<file path="config.mk">
export PLATFORM = sky130hd
export DESIGN_NAME = cache_ctrl
export DESIGN_NICKNAME = d
export VERILOG_FILES = /design/src/rtl/cache_pkg.sv /design/src/rtl/cache_way_match.sv /design/src/rtl/cache_victim.sv /design/src/rtl/cache_lru_update.sv /design/src/rtl/cache_ctrl.sv
export SDC_FILE = /design/constraint.sdc
export NUM_CORES = 1
export LEC_CHECK = 0
export ABC_CLOCK_PERIOD_IN_PS = 2700
export BUFFER_PORTS_ARGS = -buffer_cell sky130_fd_sc_hd__buf_2
export CORE_MARGIN = 4
export CORE_UTILIZATION = 55
export CTS_BUF_LIST = sky130_fd_sc_hd__clkbuf_2 sky130_fd_sc_hd__clkbuf_4 sky130_fd_sc_hd__clkbuf_8
export CTS_CLUSTER_SIZE = 24
export DETAILED_ROUTE_END_ITERATION = 16
export PLACE_DENSITY_LB_ADDON = 0.12
export SLEW_MARGIN = 20
export SYNTH_ARGS = -nofsm -noshare
export SYNTH_HDL_FRONTEND = slang
export SYNTH_SLANG_ARGS = --single-unit
</file>
<file path="constraint.sdc">
create_clock -name clk -period 2.7 [get_ports clk]
set_input_delay 0.27 -clock clk [delete_from_list [all_inputs] [get_ports clk]]
set_output_delay 0.27 -clock clk [all_outputs]
set_load 0.05 [all_outputs]
</file>
<file path="src/rtl/cache_pkg.sv">
package cache_pkg;
  typedef enum logic [1:0] {
    ST_LOOKUP = 2'd0,
    ST_WBACK  = 2'd1,
    ST_FILL   = 2'd2
  } cache_state_e;
endpackage

</file>
<file path="src/rtl/cache_way_match.sv">
module cache_way_match #(
  parameter int WAYS  = 2,
  parameter int TAG_W = 4,
  localparam int WAY_W = (WAYS > 1) ? $clog2(WAYS) : 1
) (
  input  logic [WAYS-1:0][TAG_W-1:0] set_tags,
  input  logic [WAYS-1:0]            set_valid,
  input  logic [TAG_W-1:0]           tag,
  output logic                       hit,
  output logic [WAY_W-1:0]           hit_way
);
  logic [WAYS-1:0] match;

  for (genvar w = 0; w < WAYS; w++) begin : g_cmp
    assign match[w] = set_valid[w] && (set_tags[w] == tag);
  end

  assign hit = |match;

  always_comb begin
    hit_way = '0;
    for (int w = WAYS - 1; w >= 0; w--) begin
      if (match[w]) hit_way = WAY_W'(w);
    end
  end
endmodule

</file>
<file path="src/rtl/cache_victim.sv">
module cache_victim #(
  parameter int WAYS = 2,
  localparam int WAY_W = (WAYS > 1) ? $clog2(WAYS) : 1
) (
  input  logic [WAYS-1:0]            set_valid,
  input  logic [WAYS-1:0][WAY_W-1:0] set_age,
  output logic [WAY_W-1:0]           victim
);
  always_comb begin
    victim = '0;
    // oldest way first, then the lowest empty way overrides it
    for (int w = WAYS - 1; w >= 0; w--) begin
      if (set_age[w] == WAY_W'(WAYS - 1)) victim = WAY_W'(w);
    end
    for (int w = WAYS - 1; w >= 0; w--) begin
      if (!set_valid[w]) victim = WAY_W'(w);
    end
  end
endmodule

</file>
<file path="src/rtl/cache_lru_update.sv">
module cache_lru_update #(
  parameter int WAYS = 2,
  localparam int WAY_W = (WAYS > 1) ? $clog2(WAYS) : 1
) (
  input  logic [WAYS-1:0][WAY_W-1:0] age_in,
  input  logic [WAY_W-1:0]           touched,
  output logic [WAYS-1:0][WAY_W-1:0] age_out
);
  logic [WAY_W-1:0] ref_age;

  assign ref_age = age_in[touched];

  always_comb begin
    for (int w = 0; w < WAYS; w++) begin
      if (WAY_W'(w) == touched)     age_out[w] = '0;
      else if (age_in[w] < ref_age) age_out[w] = age_in[w] + WAY_W'(1);
      else                          age_out[w] = age_in[w];
    end
  end
endmodule

</file>
<file path="src/rtl/cache_ctrl.sv">
module cache_ctrl
  import cache_pkg::*;
#(
  parameter int ADDR_W     = 8,
  parameter int DATA_W     = 16,
  parameter int LINE_WORDS = 2,
  parameter int NUM_LINES  = 4,
  parameter int WAYS       = 2,
  parameter int CNT_W      = 16,
  localparam int SETS      = NUM_LINES / WAYS,
  localparam int OFF_BITS  = $clog2(LINE_WORDS),
  localparam int IDX_BITS  = $clog2(SETS),
  localparam int TAG_W     = ADDR_W - OFF_BITS - IDX_BITS,
  localparam int BLK_W     = ADDR_W - OFF_BITS,
  localparam int LINE_BITS = LINE_WORDS * DATA_W
) (
  input  logic                 clk,
  input  logic                 rst_n,
  input  logic                 cpu_req,
  input  logic                 cpu_we,
  input  logic [ADDR_W-1:0]    cpu_addr,
  input  logic [DATA_W-1:0]    cpu_wdata,
  output logic [DATA_W-1:0]    cpu_rdata,
  output logic                 cpu_ready,
  output logic                 mem_req,
  output logic                 mem_we,
  output logic [BLK_W-1:0]     mem_addr,
  output logic [LINE_BITS-1:0] mem_wdata,
  input  logic [LINE_BITS-1:0] mem_rdata,
  input  logic                 mem_ack,
  output logic [CNT_W-1:0]     hit_count,
  output logic [CNT_W-1:0]     miss_count
);
  localparam int SET_W = (IDX_BITS > 0) ? IDX_BITS : 1;
  localparam int OFF_W = (OFF_BITS > 0) ? OFF_BITS : 1;
  localparam int WAY_W = (WAYS > 1) ? $clog2(WAYS) : 1;

  // reset: asynchronous assertion, synchronous release
  logic rst_meta_q, rst_sync_n;
  always_ff @(posedge clk or negedge rst_n) begin
    if (!rst_n) {rst_sync_n, rst_meta_q} <= 2'b00;
    else        {rst_sync_n, rst_meta_q} <= {rst_meta_q, 1'b1};
  end

  // address fields
  logic [SET_W-1:0] set_idx;
  logic [OFF_W-1:0] word_off;
  logic [TAG_W-1:0] req_tag;
  assign req_tag = cpu_addr[ADDR_W-1 -: TAG_W];

  if (IDX_BITS > 0) begin : g_idx
    assign set_idx = cpu_addr[OFF_BITS +: IDX_BITS];
  end else begin : g_noidx
    assign set_idx = '0;
  end

  if (OFF_BITS > 0) begin : g_off
    assign word_off = cpu_addr[0 +: OFF_BITS];
  end else begin : g_nooff
    assign word_off = '0;
  end

  // line state
  logic [SETS-1:0][WAYS-1:0]                valid_q, dirty_q;
  logic [SETS-1:0][WAYS-1:0][WAY_W-1:0]     age_q;
  logic [SETS-1:0][WAYS-1:0][TAG_W-1:0]     tag_q;
  logic [SETS-1:0][WAYS-1:0][LINE_BITS-1:0] data_q;

  cache_state_e     state_q, state_d;
  logic [WAY_W-1:0] victim_q, hit_way, victim_way;
  logic             retry_q, retry_d, hit;
  logic [CNT_W-1:0] hit_cnt_d, miss_cnt_d;
  logic [WAYS-1:0][WAY_W-1:0] age_upd;
  logic             access_done, miss_start, fill_done, wr_hit, victim_dirty;
  logic [BLK_W-1:0] wb_blk;

  cache_way_match #(.WAYS(WAYS), .TAG_W(TAG_W)) u_match (
    .set_tags (tag_q[set_idx]),
    .set_valid(valid_q[set_idx]),
    .tag      (req_tag),
    .hit      (hit),
    .hit_way  (hit_way)
  );

  cache_victim #(.WAYS(WAYS)) u_victim (
    .set_valid(valid_q[set_idx]),
    .set_age  (age_q[set_idx]),
    .victim   (victim_way)
  );

  cache_lru_update #(.WAYS(WAYS)) u_lru (
    .age_in (age_q[set_idx]),
    .touched(hit_way),
    .age_out(age_upd)
  );

  assign access_done  = (state_q == ST_LOOKUP) && cpu_req && hit;
  assign miss_start   = (state_q == ST_LOOKUP) && cpu_req && !hit;
  assign fill_done    = (state_q == ST_FILL) && mem_ack;
  assign wr_hit       = access_done && cpu_we;
  assign victim_dirty = valid_q[set_idx][victim_way] && dirty_q[set_idx][victim_way];

  if (IDX_BITS > 0) begin : g_wb_idx
    assign wb_blk = {tag_q[set_idx][victim_q], set_idx};
  end else begin : g_wb_noidx
    assign wb_blk = tag_q[set_idx][victim_q];
  end

  // next-state logic
  always_comb begin
    state_d    = state_q;
    retry_d    = retry_q;
    hit_cnt_d  = hit_count;
    miss_cnt_d = miss_count;
    case (state_q)
      ST_LOOKUP: if (miss_start) state_d = victim_dirty ? ST_WBACK : ST_FILL;
      ST_WBACK:  if (mem_ack) state_d = ST_FILL;
      ST_FILL:   if (mem_ack) state_d = ST_LOOKUP;
      default:   state_d = ST_LOOKUP;
    endcase
    if (miss_start) miss_cnt_d = miss_count + CNT_W'(1);
    if (access_done && !retry_q) hit_cnt_d = hit_count + CNT_W'(1);
    if (fill_done) retry_d = 1'b1;
    else if (access_done) retry_d = 1'b0;
  end

  // control and state registers
  always_ff @(posedge clk or negedge rst_sync_n) begin
    if (!rst_sync_n) begin
      state_q    <= ST_LOOKUP;
      retry_q    <= 1'b0;
      victim_q   <= '0;
      hit_count  <= '0;
      miss_count <= '0;
      valid_q    <= '0;
      dirty_q    <= '0;
      for (int s = 0; s < SETS; s++) begin
        for (int w = 0; w < WAYS; w++) age_q[s][w] <= WAY_W'(w);
      end
    end else begin
      state_q    <= state_d;
      retry_q    <= retry_d;
      hit_count  <= hit_cnt_d;
      miss_count <= miss_cnt_d;
      if (miss_start) victim_q <= victim_way;
      if (fill_done) begin
        valid_q[set_idx][victim_q] <= 1'b1;
        dirty_q[set_idx][victim_q] <= 1'b0;
      end
      if (wr_hit) dirty_q[set_idx][hit_way] <= 1'b1;
      if (access_done) age_q[set_idx] <= age_upd;
    end
  end

  // tag and data arrays, no reset
  always_ff @(posedge clk) begin
    if (fill_done) begin
      tag_q[set_idx][victim_q]  <= req_tag;
      data_q[set_idx][victim_q] <= mem_rdata;
    end else if (wr_hit) begin
      data_q[set_idx][hit_way][word_off*DATA_W +: DATA_W] <= cpu_wdata;
    end
  end

  assign cpu_ready = access_done;
  assign cpu_rdata = data_q[set_idx][hit_way][word_off*DATA_W +: DATA_W];
  assign mem_req   = (state_q != ST_LOOKUP);
  assign mem_we    = (state_q == ST_WBACK);
  assign mem_addr  = (state_q == ST_WBACK) ? wb_blk : cpu_addr[ADDR_W-1:OFF_BITS];
  assign mem_wdata = data_q[set_idx][victim_q];
endmodule

</file>
* After elaboration in Yosys (flattened, before gate mapping)
Cells that the tools add are included.
** Storage, ports and cells
- Output and inout bits :: 90
- Register bits :: 202
- Bits of input ports :: 61
** Operators by class
- Reduce and logical (&&, ||, !) cells :: 20
- Add/sub/neg operators :: 5
- Eq/ne operators :: 7
- Mux-type cells :: 70
- Bitwise logic cells :: 4
- Shifts and indexed selects :: 3
- Magnitude comparators :: 9
** Operators by type and width (count)
- $bwmux 128 :: 2
- $mux 128 :: 2
- $mux 64 :: 4
- $mux 32 :: 6
- $demux 64 s1 :: 2
- $demux 32 s1 :: 2
- $mux 12 :: 3
- $neg 5->34 :: 1
- $shift 16x34->32 const A :: 1
- $shiftx 16x34->32 :: 1
- $add 16x1->16 const B :: 2
- $shiftx 32x6->16 :: 1
- $mux 2 :: 13
- $bwmux 24 :: 1
- $mux 1 :: 20
- $mux 6 :: 3
- $demux 12 s1 :: 1
- $eq 6x6->1 :: 2
- $logic_and 1x1->1 :: 12
- $lt 1x2->1 const B :: 4
- $mux 4 :: 2
- $or 4x4->4 :: 2
- $mux 7 :: 1
- $demux 2 s1 :: 3
- 18 further kinds :: 27

* Longest topological paths before layout
- Word-level depth :: 15
- Gate-level depth with buffers :: 12

* Cells and area by module
From an unflattened synthesis, not the netlist that was laid out.
** Second synthesis, totals
- Cells, all modules :: 701
- Area, all modules :: 10447.5 um^2
** By module, submodules not included
- cache_ctrl :: area each 10261.1 um^2, cells an instance 679, instances 1, seq. area each 5818.1 um^2
- cache_way_match :: area each 155.1 um^2, cells an instance 18, instances 1, seq. area each 0.0 um^2
- cache_lru_update :: area each 17.5 um^2, cells an instance 2, instances 1, seq. area each 0.0 um^2
- cache_victim :: area each 13.8 um^2, cells an instance 2, instances 1, seq. area each 0.0 um^2

* Worst setup path before layout
Ideal clock, no wire load.
- Path kind :: input to register
- Start point :: input cpu_addr[1]
- End point :: register data_q[64] (netlist bit) (enable)
- Stages on the path :: 9
- Path buffers :: 3
- Setup slack :: -280 ps
- Arrival time :: 2592 ps
- Library setup time :: 388 ps
- Cells stage by stage :: buf_6 -> buf_6 -> mux2i_1 -> xor2_1 -> nand4_2 -> a211oi_4 -> buf_4 -> nor2_1 -> nor2_1
** Between the ends
- Longest elaborated chain between the ends :: 8
** RTL lines
- start: declaration :: RTL line cache_ctrl.sv:21 : input logic [ADDR_W-1:0] cpu_addr,
- $mux 12 (not written as such) (2 in series) :: RTL line cache_ctrl.sv:78 : .set_tags (tag_q[set_idx]),
- $eq 6x6->1 :: RTL line cache_way_match.sv:15 : assign match[w] = set_valid[w] && (set_tags[w] == tag);
- $logic_and 1x1->1 :: RTL line cache_way_match.sv:15
- $reduce_or 2->1 * :: RTL line cache_way_match.sv:18 : assign hit = |match;
- $logic_and 1x1->1 * :: RTL line cache_ctrl.sv:97 : assign access_done = (state_q == ST_LOOKUP) && cpu_req && hit;
- $logic_and 1x1->1 * :: RTL line cache_ctrl.sv:100 : assign wr_hit = access_done && cpu_we;
- $reduce_bool 2->1 (no source line) *
- end signal: indexed assignment :: RTL line cache_ctrl.sv:159 : data_q[set_idx][victim_q] <= mem_rdata;
- end signal: indexed assignment :: RTL line cache_ctrl.sv:161 : data_q[set_idx][hit_way][word_off*DATA_W +: DATA_W] <= cpu_wdata;
- end: declaration :: RTL line cache_ctrl.sv:67 : logic [SETS-1:0][WAYS-1:0][LINE_BITS-1:0] data_q;
Mark *: on every way between the ends. The rest lies on a longest branch, timed or not. The select of a mux whose other input is x is not followed.
A chain may end at the register's enable or synchronous reset.

* Final worst setup path
- Start point :: register tag_q[13] (netlist bit)
- End point :: output cpu_rdata[15]
** Between the ends
- Longest elaborated chain between the ends :: 8
** RTL lines
- start: declaration :: RTL line cache_ctrl.sv:66 : logic [SETS-1:0][WAYS-1:0][TAG_W-1:0] tag_q;
- start signal: indexed assignment :: RTL line cache_ctrl.sv:158 : tag_q[set_idx][victim_q] <= req_tag;
- $mux 12 (not written as such) (2 in series) :: RTL line cache_ctrl.sv:78
- $eq 6x6->1 :: RTL line cache_way_match.sv:15
- $logic_and 1x1->1 :: RTL line cache_way_match.sv:15
- $mux 1 :: RTL line cache_way_match.sv:23 : if (match[w]) hit_way = WAY_W'(w);
- $mux 32 (not written as such) (2 in series) :: RTL line cache_ctrl.sv:166 : assign cpu_rdata = data_q[set_idx][hit_way][word_off*DATA_W +: DATA_W];
- $shiftx 32x6->16 :: RTL line cache_ctrl.sv:166
- end: declaration :: RTL line cache_ctrl.sv:23 : output logic [DATA_W-1:0] cpu_rdata,
Every way passes these cells. The select of a mux whose other input is x is not followed.

==> flow_results.org <==
** Worst setup path
- Setup Crit Path Kind :: reg2out
- Most frequent cell on the critical path :: sky130_fd_sc_hd__buf_6
- Launch instance of the worst register-to-register path :: tag_q[13]
- The worst setup path is launched from a flip-flop.
- STA classifies the critical path endpoint as an output pin.
- The critical path goes through xor2_1, a2bb2oi_1, nor3_2, nand4_2, nand2_2, buf_6, mux4_2, buf_6.
- Cell family contributing the most delay on the critical path :: multiplexers
- Register-to-Register Path Depth :: 10
- The endpoint identified for the worst register-to-register timing path is data_q[121].
- Buf/Inv on CP :: 2
- The worst register-to-register path has a setup slack of 200 ps.
- STA puts the critical path data required time at 2430 ps.
- Highest net fanout along the worst path :: 6
- Cell type of the slowest stage on the worst timing path :: sky130_fd_sc_hd__mux4_2
- Data arrival time of the worst path :: 2540 ps
- Largest incremental delay on the critical path :: 500 ps

** Pwr
- Dividing total power by cell area gives a power density of 745 nW/um^2.
- Leak pwr :: 5.01 nW
- IR analysis of the VDD net gives a maximum drop of 0.000408 V.

** CTS
- Clock insertion delay at the later pin of the skew report :: 530 ps
- Buffer type at the clock tree root :: sky130_fd_sc_hd__clkbuf_8
- Number of buffers on the longest clock path :: 3
- For this design, the sink count on the clock tree is 202.
- CTS buffer count :: 36
- Clock tree from TritonCTS :: done
- After clock tree synthesis, the clock-pin slew on the worst setup and hold paths is 60 ps.
- H-tree depth :: 2

** Job
- The tool flagged a number of max-cap violations equal to 0.

** STA
- Setup violations remaining at the end of the flow were counted as 14.
- After layout, the worst path uses 104% of the clock period.
- Number of failing hold endpoints at the final stage :: 0
- For this run, the top clock speed supported by timing is 0.356 GHz.
- Post-Route Skew :: 21.1 ps
- Post-layout minimum cycle time :: 2810 ps
- RSZ-0062 raised after global routing :: yes
- For the pin with the worst max-slew slack, the measured transition is 761 ps.
- Headroom to the max-slew limit came out at 49.3%.
- The number of max-slew violations in the final report came to 0.
- Final WS setup :: -108 ps

** Die
- Once the floorplan was initialized, standard cells occupied 56.3% of the core.
- The region available for standard cell placement spans 18900 sq um.
- Measured along the x axis, the die boundary spans 147 microns.
- Row generation in the floorplan step produced 50 rows.
- Pin placement for this block handled 151 I/O pins.
- Height of the chip :: 147 microns
- Die outline area :: 21600 sq um

** Route
- Total vias in the final route :: 7461
- Final routed wire length divided by cell count :: 24.3 microns
- The pre-antenna-repair detailed-routing pass consisted of 5 iterations.
- Post-detailed-route via-to-cell ratio :: 6.29
- Starting DRT DRC Count :: 631
- DRT Wirelength :: 28800 microns
- Drc violations :: 0
- DRT antenna net count :: 0

** Yosys
- Synth unique cells :: 54
- Gate count of the mapped netlist :: 716
- In the synthesized netlist the dominant register cell turns out to be sky130_fd_sc_hd__edfxtp_1.
- Synth async-reset ratio :: 24.8%
- Summing every instance area after synthesis gives 10600 sq um.
- For this run, the register share of the synthesized area comes to 54.7%.
- Post-synthesis area per instance :: 14.9 sq um
- Counting every net in the synthesized netlist gives 779.
- Synthesis inferred 202 register bits.
- Warnings from Yosys :: 0
- Post-synth EDFFs :: 152

** Global route
- The number of global-route vias before repair came to 7926.
- Global routing usage summed across all routing layers :: 26.6%
- Number of antenna violations at the first check in global routing :: 3
- The first global-routing pass estimated 44500 microns of wire.
- Entering global routing, the biggest net connects 49 pins.
- After global routing the overflow that remains totals 0.

** Final layout
- Area occupied by registers :: 5820 sq um
- Ratio of cells with drive above 1 in the final layout :: 44.7%
- The area growth from synthesis to layout is 21.1%.
- With fillers left out, the area of the finished cells amounts to 12900 sq um.
- Final Non-Filler Cells :: 1186
- The layout has 1378 filler cells.
- At the end of the flow, the number of nets in the layout was 963.
- Summing all multi-input logic gate instances after layout gives 4510 sq um.

** Placement
- Port Buffer Count :: 150
- RePlAce Congestion :: 0.818
- Prior to clock tree synthesis, the placed netlist has a worst setup slack of -26.3 ps.
- After detailed placement, the total cell area comes to 11900 sq um.
- Once placement completed, the tool counted placed cells totaling 1106.
- The HPWL after detailed placement is 19000 microns.

** Hold path
- Min-Delay Path Class :: in2reg
- Hold path start :: cpu_addr[5]
- Endpoint of the worst hold-timing path :: tag_q[15]
- Hold depth :: 1

** Status
- Status :: finished, violations left
- The final reports fail on negative setup slack.
## Yosys cell counts, types with 16 or more instances
cell | n | area share, %
sky130_fd_sc_hd__a22o_1 | 128 | 11
sky130_fd_sc_hd__xnor2_1 | 26 | 2.1
sky130_fd_sc_hd__mux4_2 | 67 | 14
sky130_fd_sc_hd__clkbuf_1 | 23 | 0.81
sky130_fd_sc_hd__mux2_2 | 27 | 2.9
sky130_fd_sc_hd__edfxtp_1 | 152 | 43
sky130_fd_sc_hd__nor2_1 | 23 | 0.81
sky130_fd_sc_hd__dfrtp_1 | 48 | 11
sky130_fd_sc_hd__xor2_1 | 18 | 1.5
sky130_fd_sc_hd__nand3_1 | 16 | 0.75
sky130_fd_sc_hd__nand2_1 | 19 | 0.67
sky130_fd_sc_hd__buf_1 | 21 | 0.74
## sequential cells by signal, indices dropped and copies added, names as in the netlist
register,flops
data_q,128
tag_q,24
hit_count,16
miss_count,16
age_q,4
dirty_q,4
valid_q,4
state_q,2
retry_q,1
rst_meta_q,1
rst_sync_n,1
victim_q,1
## repair_timing
action,in CTS,in global routing
gates resized for setup,20,17
endpoints found under the hold margin,3,0
hold buffers,2,0
setup buffers,3,12
endpoints found under the setup margin,17,65
pin swaps,2,4
## routing by layer
layer	vias to the layer above	part of all wire [%]	track usage (%)
met5	-	0.045	0
met4	2	2.8	10.3
met3	66	9.2	4.87
met2	401	51	45.5
met1	3736	37	34.0
li1	3256	-	-
## cells by family (layout without fill, tap and decap cells)
logic type,count (synthesis),count (layout),share of synthesized area (%)
other cells,1,3,0.0353
mux,107,107,18.3
fa+ha+maj,2,2,0.235
buf+inv,82,290,3.85
compound gates,163,163,13.0
simple gates,115,115,6.32
flops,202,202,54.7
xor+xnor,44,44,3.62
## placed cells by master, fill, tap and decap left out, types with 15 or more instances in the layout
cell type / instances
sky130_fd_sc_hd__edfxtp_1: 152
sky130_fd_sc_hd__buf_2: 140
sky130_fd_sc_hd__a22o_1: 128
sky130_fd_sc_hd__mux4_2: 67
sky130_fd_sc_hd__buf_4: 56
sky130_fd_sc_hd__dfrtp_1: 46
sky130_fd_sc_hd__clkbuf_8: 44
sky130_fd_sc_hd__xnor2_1: 25
sky130_fd_sc_hd__mux2_2: 25
sky130_fd_sc_hd__nand2_1: 19
sky130_fd_sc_hd__xor2_1: 18
sky130_fd_sc_hd__nand3_1: 16
sky130_fd_sc_hd__nor2_1: 15
## final cells by class
cell class	count	area share [%]
Clock inverter	8	0.525
Inverter	11	0.321
Sequential cell	202	45.2
Timing Repair Buffer	217	11.1
Multi-Input combinational cell	432	35.0
Clock buffer	54	5.28
Tap cell	260	2.53
Antenna cell	2	0.0389
## worst reg2reg max path, cell delays in order, from the launching register on
cell	delay [ps]
sky130_fd_sc_hd__edfxtp_1	410
sky130_fd_sc_hd__xor2_1	160
sky130_fd_sc_hd__a2bb2oi_1	140
sky130_fd_sc_hd__nor3_2	230
sky130_fd_sc_hd__nand4_2	130
sky130_fd_sc_hd__buf_4	160
sky130_fd_sc_hd__buf_4	170
sky130_fd_sc_hd__nand2b_1	160
sky130_fd_sc_hd__a31oi_4	180
sky130_fd_sc_hd__o21ba_4	320
sky130_fd_sc_hd__buf_12	150
## stage by stage
step	util (%)	setup TNS [ps]	power [mW]	hold WS [ps]
2_1_floorplan	-	-808	5.85	-25.6
3_3_place_gp	62.8	0	6.59	54.0
4_1_cts	67.3	-1330	9.61	9.89
6_report	68.2	-992	9.60	31.1
3_5_place_dp	62.8	-884	6.64	58.2
5_1_grt	68.2	-2890	9.99	36.6
## worst max path at each step
stage	startpoint	to	slack [ps]	cells after the start
after floorplan	cpu_addr[1]	data_q[64]	-30	9
after global placement	cpu_addr[1]	data_q[57]	50	11
after detailed placement	cpu_addr[1]	data_q[122]	-30	10
after CTS	tag_q[17]	cpu_rdata[0]	-150	8
after global routing	tag_q[13]	cpu_rdata[15]	-220	8
final	tag_q[13]	cpu_rdata[15]	-110	8
## where the power goes
part / total, mW / internal (mW) / switching (mW) / leakage [nW]
combinational: 2.81 / 0.956 / 1.86 / 2.58
sequential: 3.85 / 3.64 / 0.209 / 2.04
clock: 2.94 / 1.70 / 1.24 / 0.392
Power figures use the tool's default switching activity.
